$ cat config.mk
export PLATFORM = sky130hd
export DESIGN_NAME = timebase_prescaler
export DESIGN_NICKNAME = d
export VERILOG_FILES = /design/src/rtl/timebase_pkg.sv /design/src/rtl/tb_src_mux.sv /design/src/rtl/tb_phase_acc.sv /design/src/rtl/tb_step_counter.sv /design/src/rtl/timebase_prescaler.sv
export SDC_FILE = /design/constraint.sdc
export NUM_CORES = 1
export LEC_CHECK = 0
export ABC_AREA = 1
export CAP_MARGIN = 5
export CORE_AREA = 2 2 155 157
export CTS_CLUSTER_SIZE = 10
export DETAILED_ROUTE_END_ITERATION = 6
export DIE_AREA = 0 0 157 159
export SYNTH_ARGS = -nofsm -noshare
export SYNTH_HDL_FRONTEND = slang
export SYNTH_SLANG_ARGS = --single-unit
$ cat constraint.sdc
create_clock -name clk -period 4.2 [get_ports clk]
set_input_delay 1.26 -clock clk [delete_from_list [all_inputs] [get_ports clk]]
set_output_delay 1.26 -clock clk [all_outputs]
set_load 0.1 [all_outputs]
$ cat src/rtl/timebase_pkg.sv
package timebase_pkg;

    typedef enum logic {
        SRC_XTAL = 1'b0,
        SRC_ALT  = 1'b1
    } tb_src_e;

    typedef struct packed {
        tb_src_e src;
        logic    dbl;
    } tb_mode_t;

    // Number of scaler ticks released in one cycle: 0, 1 or 2.
    typedef logic [1:0] tb_carry_t;
    // Counter increment for one cycle: 0 to 4.
    typedef logic [2:0] tb_inc_t;

    function automatic tb_inc_t step_amount(tb_carry_t n, logic dbl);
        return dbl ? {n, 1'b0} : {1'b0, n};
    endfunction

endpackage

$ cat src/rtl/tb_src_mux.sv
module tb_src_mux
    import timebase_pkg::*;
(
    input  logic    xtal_tick,
    input  logic    alt_tick,
    input  tb_src_e src,
    output logic    src_tick
);
    always_comb begin
        unique case (src)
            SRC_XTAL: src_tick = xtal_tick;
            SRC_ALT:  src_tick = alt_tick;
            default:  src_tick = 1'b0;
        endcase
    end
endmodule

$ cat src/rtl/tb_phase_acc.sv
module tb_phase_acc
    import timebase_pkg::*;
#(
    parameter int RATIO_W = 32
) (
    input  logic               clk,
    input  logic               rst,
    input  logic               src_tick,
    input  logic [RATIO_W-1:0] ratio,
    output tb_carry_t          carries
);
    localparam int PH_W  = RATIO_W - 1;
    localparam int SUM_W = RATIO_W + 1;

    logic [PH_W-1:0]  phase_q;
    logic [SUM_W-1:0] sum;

    assign sum     = {2'b00, phase_q} + {1'b0, ratio};
    assign carries = src_tick ? tb_carry_t'(sum[SUM_W-1:PH_W]) : tb_carry_t'(0);

    always_ff @(posedge clk) begin
        if (rst)
            phase_q <= '0;
        else if (src_tick)
            phase_q <= sum[PH_W-1:0];
    end


    no_idle_carry_chk: assert property (@(posedge clk) disable iff (rst)
        !src_tick |-> carries == 2'd0);
endmodule

$ cat src/rtl/tb_step_counter.sv
module tb_step_counter
    import timebase_pkg::*;
#(
    parameter int CNT_W = 64
) (
    input  logic             clk,
    input  logic             rst,
    input  tb_inc_t          inc,
    output logic [CNT_W-1:0] count,
    output logic             count_en
);
    always_ff @(posedge clk) begin
        if (rst) begin
            count    <= '0;
            count_en <= 1'b0;
        end else begin
            count    <= count + CNT_W'(inc);
            count_en <= (inc != '0);
        end
    end


    idle_hold_chk: assert property (@(posedge clk) disable iff (rst)
        !count_en |-> $stable(count));
endmodule

$ cat src/rtl/timebase_prescaler.sv
module timebase_prescaler
    import timebase_pkg::*;
#(
    parameter int RATIO_W = 32,
    parameter int CNT_W   = 64
) (
    input  logic               clk,
    input  logic               rst,
    input  logic               xtal_tick,
    input  logic               alt_tick,
    input  logic               src_alt,
    input  logic               step_dbl,
    input  logic [RATIO_W-1:0] ratio,
    output logic [CNT_W-1:0]   count,
    output logic               count_en
);
    tb_mode_t  mode;
    logic      src_tick;
    tb_carry_t carries;
    tb_inc_t   inc;

    assign mode.src = tb_src_e'(src_alt);
    assign mode.dbl = step_dbl;

    tb_src_mux u_mux (
        .xtal_tick (xtal_tick),
        .alt_tick  (alt_tick),
        .src       (mode.src),
        .src_tick  (src_tick)
    );

    tb_phase_acc #(.RATIO_W(RATIO_W)) u_acc (
        .clk      (clk),
        .rst      (rst),
        .src_tick (src_tick),
        .ratio    (ratio),
        .carries  (carries)
    );

    assign inc = step_amount(carries, mode.dbl);

    tb_step_counter #(.CNT_W(CNT_W)) u_cnt (
        .clk      (clk),
        .rst      (rst),
        .inc      (inc),
        .count    (count),
        .count_en (count_en)
    );


    reset_clear_chk: assert property (@(posedge clk)
        rst |=> (count == '0 && !count_en));


    zero_ratio_chk: assert property (@(posedge clk) disable iff (rst)
        (ratio == '0) |=> ($stable(count) && !count_en));


    xtal_only_chk: assert property (@(posedge clk) disable iff (rst)
        (!src_alt && !xtal_tick) |=> $stable(count));


    alt_only_chk: assert property (@(posedge clk) disable iff (rst)
        (src_alt && !alt_tick) |=> $stable(count));


    even_step_chk: assert property (@(posedge clk) disable iff (rst)
        (step_dbl && !count[0]) |=> !count[0]);
endmodule

==> impl_results.md <==
- Status: finished clean
- Startpoint Class: input port
- Row cnt: 56
- GRT overflow: 0
- TritonRoute pass-1 iters: 5
- MaxCap Viol Count: 0
- Cts hold-fix bufs: 0
- Leakage power: 5.02 nW
- Share of cells above drive strength 1: a little over a quarter
- Root Driver: clkbuf_16
- Slowest CP cell: fa_2
- Ports: between 100 and 150
- WP data arrival: between 4000 and 5000 ps
- GRT met3 Usage: between 2 and 3%
- Actual slew at the worst max-slew pin: 996 ps
- # nets final: 1557
- Final Setup Violations: 0
- Die Area: ~25000 um^2
- Die Height: 159 um
- CP startpoint: ratio[22]
- Antenna cells: 0
- Starting Density: a little under a third
- HP Start: u_acc.phase_q[0]
- Average wire per standard cell: around 15 um
- CP most frequent cell: nand2_2
- Area leader, netlist: dfxtp_1
- CTS tree: built
- GP Congestion: between 0.9 and 1
- Seq/Total Area, Yosys: 26.2%
- Post-synth net total: 1285
- Yosys reg bits: between 90 and 100
- Met1 Usage GRT: 29.0%
- Pin count of the biggest net entering global routing: 61
- Max_slew headroom: roughly 33%
- Post-synth EDFFs: 0
- Worst-Skew Late Latency: between 300 and 400 ps
- Critical Path, Cell by Cell: dlymetal6s2s_1, ha_4, nand2_2, inv_1, a21oi_2, nand2_4, a21oi_4, nand2_1, nand2_1, nand3_2, nor2_1, ha_2, inv_2, fa_2, inv_2, nand2_2, nand2_2, nand2_4, nor2_4, nand2_2, inv_2, nand4_1, or2_0, a21oi_1
- GRT busiest layer: met2
- Area share of the largest cell type after synthesis: a little over a quarter
- Met2 Use GR: a little over a third
- Final min period: 4000 ps
- Post-Route Setup TNS: 0 ps
- Async S/R FF share, synth: 0%
- Clk_skew: roughly 15 ps
- Final Hold Viols: 0
- Mean Syn Cell Area: 6.06 um^2
- P&R area growth vs syn: 50.5%
- Number of port buffers: slightly above 100
- Post-route ant nets: 0
- Crit path kind: input port to flop
- Max-slew violation count: 0
- Period utilisation layout: between 90 and 100%
- Ranking of synthesized cells by area: dfxtp_1 (26%), nand2_1 (17%), inv_1 (10%), nor2_1 (6.2%), ha_1 (5.8%)
- Longest Clk Path Bufs: 2
- Worst Hold Class: flop to flop
- Die W: 157 um
- Mapped Area: about 7300 um^2
- Total number of yosys warnings: 0
- Commonest non-fill, non-tap cells in the layout: nand2_1 (287), inv_1 (194), buf_4 (174), nor2_1 (108), dfxtp_1 (96)
- Gr usage total: between 20% and 30%
- Max frequency: 0.250 GHz
- Vias in the first global route: about 8000
- First DRT Iteration DRCs: between 400 and 500
- Required time of the critical path: about 4500 ps
- Inserted Clock Buffers: 9
- Maximum VDD drop: between 0.00015 and 0.0002 V
- RSZ-0062 raised after global routing: false
- Vias: 8498
- Predominant post-synthesis flop cell: dfxtp_1
- Critical path endpoint category: flop
- Post-DP HPWL: 21.4 mm
- Core area: approximately 23000 um^2
- Clk pin slew, worst setup/hold paths: roughly 80 ps
- Residual DRC: 0
- Tot Pwr: a little under 0.003 W
- Vias per cell: 4.70
- Commonest non-fill, non-tap cell in the layout: nand2_1
- CTS H-Tree Depth: 3
- Initial antenna violation count: 0
- CP Max Fanout: 5
- Synth unique cells: 36
- Critical Path Max Stage Delay: ~350 ps
- Cell count after synthesis: between 1000 and 1500
- Total wire length: 27.1 mm
- First-pass GRT wire length: ~42 mm
- Sink Count: 96
- DP Area: slightly above 10000 um^2
- R2R Path Start: u_acc.phase_q[20]
- P per Cell Area: ~260 nW/um^2
- Final Cell Area: around 11000 um^2
-- kinds of logic (layout without fill, tap and decap cells) --
kind of cell / count (synthesis) / count (layout) / share of synthesized area, %
compound gates: 164 / 164 / 12.1
flops: 96 / 96 / 26.2
xor+xnor: 21 / 21 / 2.51
fa+ha+maj: 36 / 36 / 6.35
buf+inv: 225 / 502 / 11.5
simple gates: 669 / 669 / 41.3
-- path summary, 6_finish.rpt --
path | to | slack [ps] | cells after the start
max | u_cnt.count[46] | 200 | 24
min | u_acc.phase_q[0] | 480 | 2
max reg2reg | u_cnt.count[46] | 900 | 23
min reg2reg | u_acc.phase_q[0] | 480 | 2
-- power by group --
group          switching [W]  internal, W  total (W)  leakage [nW]
clock network       0.000448     0.000421   0.000869         0.139
registers          0.0000406     0.000950   0.000991         0.781
logic               0.000543     0.000499    0.00104          4.10
total                0.00103      0.00187    0.00290          5.02
-- metal layers --
metal	share of wire, %	vias to the layer above	routed length (um)
li1	-	4392	-
met1	47	3844	12700
met2	46	216	12500
met4	2.3	0	627
met3	4.8	46	1290
met5	0	-	0
-- registers in the layout (all words and copies together), names as in the netlist --
register and count:
u_acc.phase_q 31, u_cnt.count 64, u_cnt.count_en 1
-- metrics by stage --
stage	utilization, %	setup WS [ps]	std cells	hold slack, ps
after floorplan	-	-4.37	1211	447
after global placement	43.5	-558	1765	455
after global routing	47.6	4.74	1807	515
final	47.6	196	1807	479
after CTS	45.5	0.871	1791	481
after detailed placement	43.5	-596	1765	468
-- timing repair --
item,CTS,global route
pin swaps,14,55
setup buffers,10,16
hold endpoints to repair,0,0
gates resized for setup,39,129
setup endpoints to repair,35,52
-- worst max-delay path, delay by kind of cell --
family / cells / cell delay (ps)
buffers and inverters: 5 / 380
AO/OA/AOI/OAI: 3 / 520
adder cells (fa/ha/maj): 3 / 820
AND/OR/NAND/NOR: 13 / 1330
-- synth_stat cells (3+ instances only) --
cell	n
a21oi_1	83
dfxtp_1	96
and2_1	3
xor2_1	19
o21ai_0	52
nand2_2	12
nor3_4	4
or2_0	13
o21bai_1	22
inv_2	6
ha_1	34
nor2_4	4
nor2_2	12
nand4_1	35
nor3b_2	3
nand2_1	336
or2_2	7
nand3_1	73
nor3_2	7
inv_1	203
nor3_1	30
nor2_1	121
clkbuf_1	16
-- layout make-up --
| type | instances | area, um^2 |
|---|---|---|
| multi-input combinational | 890 | 5320 |
| clock inverter | 7 | 71.3 |
| fill | 2391 | 12200 |
| tap | 319 | 399 |
| clock buffer | 9 | 225 |
| timing repair buffer | 277 | 2320 |
| sequential | 96 | 1920 |
| inverter | 209 | 787 |
Power figures use the tool's default switching activity.
